===== src/rtl/rt_idx_pkg.sv =====
package rt_idx_pkg;
  typedef enum logic [3:0] {
    OP_NONE, OP_ILL, OP_D0, OP_D1, OP_D2, OP_D3,
    OP_S0, OP_S1, OP_S2, OP_U1, OP_U2, OP_U3
  } memOp_e;

  typedef struct packed {
    memOp_e     memOp;
    logic       memWe;
    logic       ldCmd;
    logic       capEn;
    logic [1:0] capSel;
    logic       ldEom;
    logic       irqFire;
  } ctlStrobe_t;
endpackage


===== src/rtl/rt_idx_datapath.sv =====
module rt_idx_datapath
  import rt_idx_pkg::*;
#(
  parameter int ADDR_W    = 16,
  parameter int SA_W      = 5,
  parameter int ILL_BASE  = 16'h0100,
  parameter int DESC_BASE = 16'h0200
) (
  input  logic              clk,
  input  logic              rstN,
  input  ctlStrobe_t        stb,
  input  logic              cmdTx,
  input  logic [SA_W-1:0]   cmdSubaddr,
  input  logic [SA_W-1:0]   cmdWordCnt,
  input  logic              eomOk,
  input  logic [SA_W:0]     eomWords,
  input  logic [15:0]       timeTag,
  input  logic [15:0]       memRdata,
  output logic              memReq,
  output logic              memWe,
  output logic [ADDR_W-1:0] memAddr,
  output logic [15:0]       memWdata,
  output logic              illegalHit,
  output logic              modeCmd,
  output logic [ADDR_W-1:0] msgDataPtr,
  output logic              irqPulse,
  output logic [1:0]        irqCause
);
  localparam int SEL_W = SA_W + 3;

  logic              txR, okR;
  logic [SA_W-1:0]   saR, wcR;
  logic [SA_W:0]     wordsR;
  logic [15:0]       ttR, cntR;
  logic [2:0]        ctrlR;
  logic [ADDR_W-1:0] dptrR, sptrR;

  always_ff @(posedge clk or negedge rstN) begin
    if (!rstN) begin
      txR <= 1'b0; saR <= '0; wcR <= '0; okR <= 1'b0; wordsR <= '0; ttR <= '0;
      ctrlR <= '0; cntR <= '0; dptrR <= '0; sptrR <= '0;
    end else begin
      if (stb.ldCmd) begin
        txR <= cmdTx; saR <= cmdSubaddr; wcR <= cmdWordCnt;
      end
      if (stb.capEn) begin
        case (stb.capSel)
          2'd0: ctrlR <= memRdata[2:0];
          2'd1: cntR  <= memRdata;
          2'd2: dptrR <= memRdata[ADDR_W-1:0];
          default: sptrR <= memRdata[ADDR_W-1:0];
        endcase
      end
      if (stb.ldEom) begin
        okR <= eomOk; wordsR <= eomWords; ttR <= timeTag;
      end
    end
  end

  logic [SA_W-1:0]   tableIdx;
  logic [ADDR_W-1:0] illAddr, descAddr, newDptr;
  logic [SA_W:0]     wcEff;
  logic [15:0]       newCnt;
  logic              advance;

  assign modeCmd    = (saR == '0) || (saR == '1);
  assign tableIdx   = modeCmd ? wcR : saR;
  assign illAddr    = ADDR_W'(ILL_BASE) + ADDR_W'({modeCmd, txR, tableIdx[SA_W-1]});
  assign illegalHit = memRdata[tableIdx[3:0]];
  assign descAddr   = ADDR_W'(DESC_BASE) + ADDR_W'({txR, saR, 2'b00});
  assign wcEff      = (wcR == '0) ? (SA_W+1)'(32) : {1'b0, wcR};
  assign advance    = ctrlR[0] && okR && (cntR != '0);
  assign newCnt     = advance ? cntR - 16'd1 : cntR;
  assign newDptr    = advance ? dptrR + ADDR_W'(wcEff) : dptrR;
  assign msgDataPtr = dptrR;
  assign irqCause   = {ctrlR[2] && advance && (cntR == 16'd1), ctrlR[1]};
  assign irqPulse   = stb.irqFire && (irqCause != 2'b00);
  assign memReq     = (stb.memOp != OP_NONE);
  assign memWe      = stb.memWe;

  always_comb begin
    memAddr  = '0;
    memWdata = '0;
    case (stb.memOp)
      OP_ILL: memAddr = illAddr;
      OP_D0:  memAddr = descAddr;
      OP_D1:  memAddr = descAddr + ADDR_W'(1);
      OP_D2:  memAddr = descAddr + ADDR_W'(2);
      OP_D3:  memAddr = descAddr + ADDR_W'(3);
      OP_S0: begin
        memAddr  = sptrR;
        memWdata = {okR, txR, 1'b0, saR, 2'b00, wordsR};
      end
      OP_S1: begin memAddr = sptrR + ADDR_W'(1); memWdata = ttR; end
      OP_S2: begin memAddr = sptrR + ADDR_W'(2); memWdata = 16'(dptrR); end
      OP_U1: begin memAddr = descAddr + ADDR_W'(1); memWdata = newCnt; end
      OP_U2: begin memAddr = descAddr + ADDR_W'(2); memWdata = 16'(newDptr); end
      OP_U3: begin memAddr = descAddr + ADDR_W'(3); memWdata = 16'(sptrR + ADDR_W'(3)); end
      default: ;
    endcase
  end

  logic unusedSel;
  assign unusedSel = ^{SEL_W'(0)};
endmodule


===== src/rtl/rt_idx_ctrl.sv =====
module rt_idx_ctrl
  import rt_idx_pkg::*;
(
  input  logic       clk,
  input  logic       rstN,
  input  logic       cmdValid,
  input  logic       eomValid,
  input  logic       illegalHit,
  input  logic       modeCmd,
  output ctlStrobe_t stb,
  output logic       busy,
  output logic       cmdAccept,
  output logic       cmdReject,
  output logic       msgActive
);
  typedef enum logic [3:0] {
    S_IDLE, S_ILLRD, S_ILLCHK, S_DRD0, S_DRD1, S_DRD2, S_DRD3, S_DCAP,
    S_WAIT, S_ST0, S_ST1, S_ST2, S_UP1, S_UP2, S_UP3
  } state_e;

  state_e state, nextState;

  always_ff @(posedge clk or negedge rstN) begin
    if (!rstN) state <= S_IDLE;
    else       state <= nextState;
  end

  always_comb begin
    stb       = '0;
    nextState = state;
    cmdAccept = 1'b0;
    cmdReject = 1'b0;
    msgActive = 1'b0;
    busy      = (state != S_IDLE);
    case (state)
      S_IDLE:   if (cmdValid) begin stb.ldCmd = 1'b1; nextState = S_ILLRD; end
      S_ILLRD:  begin stb.memOp = OP_ILL; nextState = S_ILLCHK; end
      S_ILLCHK: begin
        if (illegalHit) begin cmdReject = 1'b1; nextState = S_IDLE; end
        else begin
          cmdAccept = 1'b1;
          nextState = modeCmd ? S_IDLE : S_DRD0;
        end
      end
      S_DRD0: begin stb.memOp = OP_D0; nextState = S_DRD1; end
      S_DRD1: begin stb.memOp = OP_D1; stb.capEn = 1'b1; stb.capSel = 2'd0; nextState = S_DRD2; end
      S_DRD2: begin stb.memOp = OP_D2; stb.capEn = 1'b1; stb.capSel = 2'd1; nextState = S_DRD3; end
      S_DRD3: begin stb.memOp = OP_D3; stb.capEn = 1'b1; stb.capSel = 2'd2; nextState = S_DCAP; end
      S_DCAP: begin stb.capEn = 1'b1; stb.capSel = 2'd3; nextState = S_WAIT; end
      S_WAIT: begin
        msgActive = 1'b1;
        if (eomValid) begin stb.ldEom = 1'b1; nextState = S_ST0; end
      end
      S_ST0: begin stb.memOp = OP_S0; stb.memWe = 1'b1; nextState = S_ST1; end
      S_ST1: begin stb.memOp = OP_S1; stb.memWe = 1'b1; nextState = S_ST2; end
      S_ST2: begin stb.memOp = OP_S2; stb.memWe = 1'b1; nextState = S_UP1; end
      S_UP1: begin stb.memOp = OP_U1; stb.memWe = 1'b1; nextState = S_UP2; end
      S_UP2: begin stb.memOp = OP_U2; stb.memWe = 1'b1; nextState = S_UP3; end
      S_UP3: begin
        stb.memOp = OP_U3; stb.memWe = 1'b1; stb.irqFire = 1'b1; nextState = S_IDLE;
      end
      default: nextState = S_IDLE;
    endcase
  end
endmodule


===== src/rtl/rt_sa_indexer.sv =====
module rt_sa_indexer
  import rt_idx_pkg::*;
#(
  parameter int ADDR_W    = 16,
  parameter int SA_W      = 5,
  parameter int ILL_BASE  = 16'h0100,
  parameter int DESC_BASE = 16'h0200
) (
  input  logic              clk,
  input  logic              rstN,
  input  logic              cmdValid,
  input  logic              cmdTx,
  input  logic [SA_W-1:0]   cmdSubaddr,
  input  logic [SA_W-1:0]   cmdWordCnt,
  input  logic              eomValid,
  input  logic              eomOk,
  input  logic [SA_W:0]     eomWords,
  input  logic [15:0]       timeTag,
  output logic              memReq,
  output logic              memWe,
  output logic [ADDR_W-1:0] memAddr,
  output logic [15:0]       memWdata,
  input  logic [15:0]       memRdata,
  output logic              busy,
  output logic              cmdAccept,
  output logic              cmdReject,
  output logic              msgActive,
  output logic [ADDR_W-1:0] msgDataPtr,
  output logic              irqPulse,
  output logic [1:0]        irqCause
);
  ctlStrobe_t stb;
  logic       illegalHit, modeCmd;

  rt_idx_ctrl ctrl_i (
    .clk(clk), .rstN(rstN), .cmdValid(cmdValid), .eomValid(eomValid),
    .illegalHit(illegalHit), .modeCmd(modeCmd), .stb(stb), .busy(busy),
    .cmdAccept(cmdAccept), .cmdReject(cmdReject), .msgActive(msgActive)
  );

  rt_idx_datapath #(
    .ADDR_W(ADDR_W), .SA_W(SA_W), .ILL_BASE(ILL_BASE), .DESC_BASE(DESC_BASE)
  ) dp_i (
    .clk(clk), .rstN(rstN), .stb(stb), .cmdTx(cmdTx), .cmdSubaddr(cmdSubaddr),
    .cmdWordCnt(cmdWordCnt), .eomOk(eomOk), .eomWords(eomWords), .timeTag(timeTag),
    .memRdata(memRdata), .memReq(memReq), .memWe(memWe), .memAddr(memAddr),
    .memWdata(memWdata), .illegalHit(illegalHit), .modeCmd(modeCmd),
    .msgDataPtr(msgDataPtr), .irqPulse(irqPulse), .irqCause(irqCause)
  );
endmodule


===== config.mk =====
export PLATFORM = sky130hd
export DESIGN_NAME = rt_sa_indexer
export DESIGN_NICKNAME = d
export VERILOG_FILES = /design/src/rtl/rt_idx_pkg.sv /design/src/rtl/rt_idx_datapath.sv /design/src/rtl/rt_idx_ctrl.sv /design/src/rtl/rt_sa_indexer.sv
export SDC_FILE = /design/constraint.sdc
export NUM_CORES = 1
export LEC_CHECK = 0
export ABC_AREA = 1
export BUFFER_PORTS_ARGS = -buffer_cell sky130_fd_sc_hd__buf_2
export CAP_MARGIN = 20
export CORE_MARGIN = 10
export CORE_UTILIZATION = 25
export CTS_BUF_LIST = sky130_fd_sc_hd__clkbuf_8
export CTS_CLUSTER_SIZE = 24
export DETAILED_ROUTE_END_ITERATION = 16
export SYNTH_ARGS = -nofsm -noshare
export SYNTH_HDL_FRONTEND = slang
export SYNTH_SLANG_ARGS = --single-unit

===== constraint.sdc =====
create_clock -name clk -period 4.2 [get_ports clk]
set_input_delay 0.21 -clock clk [delete_from_list [all_inputs] [get_ports clk]]
set_output_delay 0.21 -clock clk [all_outputs]
set_load 0.005 [all_outputs]

Yosys cells after proc, flatten, opt, wreduce, memory -nomap -nowiden
Cells that the tools add are included.

Add/sub/neg operators: 10. Order comparisons: 1. Eq/ne operators: 31. Mux-type cells: 26. Bitwise operators: 1. Reductions and logical operators: 24.

Operators with widths (count): case mux 16 bit (8 select lines) (1); case mux 16 bit (6 select lines) (1); adder 16 x 2 -> 16 bit, second input constant (4); case mux 4 bit (14 select lines) (1); equality test 4 bit, second input constant (11); case mux 4 bit (11 select lines) (1); adder 16 x 1 -> 16 bit, second input constant (2); equality test 4 x 3 -> 1 bit, second input constant (8); two-way mux 16 bit (2); adder 16 x 6 -> 16 bit (1); equality test 16 x 1 -> 1 bit, second input constant (1); equality test 4 x 2 -> 1 bit, second input constant (4); nonzero test 16 bit (1); subtractor 16 x 1 -> 16 bit, second input constant (1); two-way mux 1 bit (12); two-way mux 4 bit (3); case mux 3 bit (4 select lines) (1); adder 10 x 8 -> 11 bit, first input constant (1); adder 9 x 3 -> 10 bit, first input constant (1); zero test 5 bit (2); AND reduction 2 bit (5); equality test 4 x 1 -> 1 bit, second input constant (2); nonzero test 4 bit (2); two-way mux 6 bit (1); 17 further kinds (24).

Flip-flop bits (word level): 89. Input port bits: 54. Logic and storage cells: 104.

Depth between registers and ports, before layout
Depth in word-level cells: 7. Mapped depth: 15.

Hierarchy
Synthesis repeated with hierarchy kept, for this count alone.

Cells, all modules: 963. Area, all modules: 6593.8 um^2.

By module, submodules not included: rt_idx_datapath (times used 1, cells an instance 896, area an instance 6209.7 um^2, seq. area each 2127.0 um^2); rt_idx_ctrl (times used 1, cells an instance 67, area an instance 384.1 um^2, seq. area each 100.1 um^2).

Worst setup path before layout
OpenSTA, ideal clock, no wires.

Path kind: register -> output. Start point: register dp_i.wcR[0]. End point: output port memWdata[14]. Data arrival time: 1966 ps. Path slack: 2024 ps. Stages on the path, launching flop included: 15. Path buffers: 1. Path through: dfrtp_1 -> clkbuf_1 -> ha_1 -> fa_1 -> nand3_1 -> nand3_1 -> a21oi_1 -> inv_1 -> nand3_1 -> nor2_1 -> nand3_1 -> o21ai_1 -> inv_1 -> o21ai_1 -> nand2_1.

Cells in the longest elaborated chain, start to end: 5.

RTL lines: start: declaration (RTL line rt_idx_datapath.sv:32) `logic [SA_W-1:0] saR, wcR;`; start signal: assignment (RTL line rt_idx_datapath.sv:44) `txR <= cmdTx; saR <= cmdSubaddr; wcR <= cmdWordCnt;`; zero test 5 bit (RTL line rt_idx_datapath.sv:71) `assign wcEff = (wcR == '0) ? (SA_W+1)'(32) : {1'b0, wcR};`; two-way mux 6 bit * (RTL line rt_idx_datapath.sv:71); adder 16 x 6 -> 16 bit * (RTL line rt_idx_datapath.sv:74) `assign newDptr = advance ? dptrR + ADDR_W'(wcEff) : dptrR;`; two-way mux 16 bit * (RTL line rt_idx_datapath.sv:74); case mux 16 bit (6 select lines) * (RTL line rt_idx_datapath.sv:84) `case (stb.memOp)`; end: declaration (RTL line rt_sa_indexer.sv:22) `output logic [15:0] memWdata,`.

Mark *: on every way between the ends. The rest lies on a longest branch, timed or not.

Worst setup path after layout
Start point: register dp_i.dptrR[0], in the netlist dp_i.msgDataPtr[0]. End point: output port memWdata[14].

Cells in the longest elaborated chain, start to end: 3.

RTL lines: start: declaration (RTL line rt_idx_datapath.sv:36) `logic [ADDR_W-1:0] dptrR, sptrR;`; start signal: assignment (RTL line rt_idx_datapath.sv:50) `2'd2: dptrR <= memRdata[ADDR_W-1:0];`; adder 16 x 6 -> 16 bit (RTL line rt_idx_datapath.sv:74); two-way mux 16 bit (RTL line rt_idx_datapath.sv:74); case mux 16 bit (6 select lines) (RTL line rt_idx_datapath.sv:84).

Every way passes these cells.

==> metrics.txt <==
Power Density=about 730 nW/um2; Critical Path Source Type=flop; R2R Setup Slk=2.10 ns; Finished Layout Cells=1267; RSZ-0062 raised after global routing=no; Die Ht=between 150 and 200 um; average instance area after synthesis=7.34 um2; final-report max-slew violation count=0; layout cell share with drive strength beyond 1=between 20% and 30%; most used flip-flop cell after synthesis=dfrtp_1; clock transition at the registers of the reported paths=roughly 0.10 ns; drt via density=4.86; fmax=~330 MHz; Worst-Skew Late Latency=~0.39 ns; Setup-failing EPs final=0; cts repair resizes=0; Crit. End Element=primary output; post-synthesis compound-gate area fraction=18.2%; Max stage delay cell, worst path=dfrtp_1; placed cells=1250; row count=57; R2R depth=5; Ports=111; Synth top cells by count=nand2_1 (173), inv_1 (98), o21ai_0 (91), dfrtp_1 (89), nor2_1 (76); Post-Synthesis Cells=about 840; count leader, synth=nand2_1; Final Cycle Share=71.7%; Routed WL=24.1 mm; Seq/Total Area, Yosys=36.3%; number of library cell types mapped by synthesis=51; highest cell delay on the worst timing path=0.45 ns; Worst Path Required=~4.0 ns; CTS root buffer=clkbuf_8; Layout area overhead=17.6%; gr ovfl total=0; Layout fillers=2721; top post-synthesis cells by area=dfrtp_1 (36%), nand2_1 (11%), o21ai_0 (7.4%); Worst-Margin Slew=0.982 ns; Total Routing Usage GR=15.2%; main combinational cell family by area after synthesis=simple AND/OR/NAND/NOR gates; synth warn=0; final hold vios=0; Critical Path End=memWdata[14]; critical path depth=14; Simple-Gate Fraction of Synth Area=between 20% and 30%; clk sinks=89; RR Endpoint=dp_i.ttR[5]$_DFFE_PN0P_; diodes inserted=0; DRT Pass-1 Iters=5; Leak Pwr=3.55 nW; mux contribution to synthesized area=4.22%; Placer Congestion=between 0.9 and 1; multi-input logic area=between 3000 and 4000 um2; initial drt markers=582; top-area cell type share of the netlist area=36.3%; CTS max path bufs=2; maxcap violations=0; worst-case clock skew=0.0152 ns; Crit Path Category=flop to primary output; Initial Utilization=25.3%; Core Box Area=around 24000 um2; worst path cell trace=ha_1 -> fa_1 -> nand3_1 -> nand3_1 -> a21oi_1 -> inv_1 -> nand3_1 -> nor2_1 -> nand3_1 -> o21ai_1 -> inv_1 -> o21ai_1 -> nand2_1 -> buf_2; max_slew headroom=34.4%; H-tree depth=3; synthesized area=6140 um2; # port buffers=110; Post-synth EDFFs=0; status=completed; CP arrival=about 2.8 ns; dpl hpwl=between 15 and 20 mm; antenna violations before repair=0; ys async rst share=100%; peak supply drop=between 0.0002 and 0.00025 V; largest area contributor in the netlist=dfrtp_1; register area=2230 um2; Die Width=177 um; DRC=0; vias in the first global route=5987; first-pass GRT wire length=about 36 mm; most used cell, CP=nand3_1; Final #Nets=1005; xor-xnor portion of the synthesized cell area=2.14%; crit path buf inv count=3; crit path time final=about 3 ns; Hold Path Class=input pin to flop; Vias=6160; Reg2Reg Launch Point=ctrl_i.state[1]$_DFFE_PN0P_; DRT antenna net count=0; Final TNS setup=0 ns; Synth Area in Adders=2.77%; cell family with most CP delay=adder cells; net count of the mapped netlist=903; FF+latch count, synth=89; maximum fanout along the worst path=5; CTS buffer count=9; CTS tree=built; WL/cell=19.0 um; pin count of the biggest net entering global routing=57; crit path from=dp_i.msgDataPtr[0]$_DFFE_PN0P_; full die area=31200 um2
worst reg2reg max path: stages (launching register included):
cell and delay [ns]:
dfrtp_1 0.46, nor2_1 0.27, inv_1 0.18, nor2_4 0.15
nand2_2 0.44, mux2_2 0.47
per-layer routing:
| layer | up-vias | share of wire, % | track usage (%) |
|---|---|---|---|
| met2 | 218 | 45 | 24.2 |
| li1 | 3003 | - | - |
| met3 | 26 | 7.4 | 3.95 |
| met4 | 0 | 2.4 | 4.62 |
| met1 | 2913 | 45 | 19.9 |
| met5 | - | 0 | 0 |
state kept, by name, summed over array words and instances, names as in the netlist:
| name | flops |
|---|---|
| dp_i.ttR | 16 |
| dp_i.wcR | 5 |
| dp_i.saR | 5 |
| dp_i.wordsR | 6 |
| dp_i.okR | 1 |
| dp_i.msgDataPtr | 16 |
| dp_i.cntR | 16 |
| dp_i.ctrlR | 3 |
| dp_i.sptrR | 16 |
| ctrl_i.state | 4 |
| dp_i.txR | 1 |
worst min path at each step:
stage	startpoint	to	slack [ns]	cells after the start
detailed placement	rstN	dp_i.ctrlR[1]$_DFFE_PN0P_	0.35	1
global route	cmdTx	dp_i.txR$_DFFE_PN0P_	0.03	2
floorplan	rstN	ctrl_i.state[0]$_DFFE_PN0P_	-0.09	0
global placement	rstN	dp_i.ctrlR[1]$_DFFE_PN0P_	0.34	1
finish	cmdTx	dp_i.txR$_DFFE_PN0P_	0.05	2
CTS	cmdTx	dp_i.txR$_DFFE_PN0P_	0.04	2
through the flow:
step / power, mW / instance area (um2) / utilization [%] / setup WS, ns / hold WS, ns
floorplan: 3.52 / 6140 / - / 2.02 / -0.0856
global placement: 4.62 / 7020 / 29.0 / 1.65 / 0.340
detailed placement: 4.63 / 7020 / 29.0 / 1.67 / 0.345
CTS: 5.25 / 7220 / 29.8 / 1.23 / 0.0359
global route: 5.69 / 7220 / 29.8 / 0.949 / 0.0283
finish: 5.24 / 7220 / 29.8 / 1.19 / 0.0451
cell families (layout without fill, tap and decap cells):
family / Yosys count / in the layout
simple gates: 372 / 372
xor+xnor: 15 / 15
mux: 23 / 23
fa+ha+maj: 13 / 13
compound gates: 191 / 191
flops: 89 / 89
buf+inv: 133 / 240
what timing repair did:
| item | in CTS | in global routing |
|---|---|---|
| endpoints found under the hold margin | 55 | 0 |
| buffers inserted | 0 | 0 |
| setup endpoints to repair | 0 | 0 |
| hold buffers | 1 | 0 |
cells in the final DEF (no fill, tap or decap), drive strengths merged, types with 2 or more instances in the layout:
cell type    n
ha          12
buf        115
a21oi       48
clkbuf      10
clkinv       2
o22ai        8
nand3       62
nor4         3
o21ai       99
nor3        13
o21bai       2
a221oi       9
a211oi       6
nand2      185
nand4       14
mux2        23
inv        111
or2          2
a22oi        3
o211ai       8
o221ai       2
nor2        91
dfrtp       89
xnor2        4
xor2        11
where the power goes:
group / internal (mW) / switching (mW)
Sequential: 1.28 / 0.616
Combinational: 1.02 / 1.72
Clock: 0.284 / 0.326
final cells by class:
cell class / count / area share, %
Multi-Input combinational cell: 614 / 47.0
Timing Repair Buffer: 116 / 8.32
Inverter: 108 / 5.62
Clock buffer: 10 / 1.91
Sequential cell: 89 / 30.8
Clock inverter: 6 / 0.711
Tap cell: 324 / 5.62
Power figures use the tool's default switching activity.
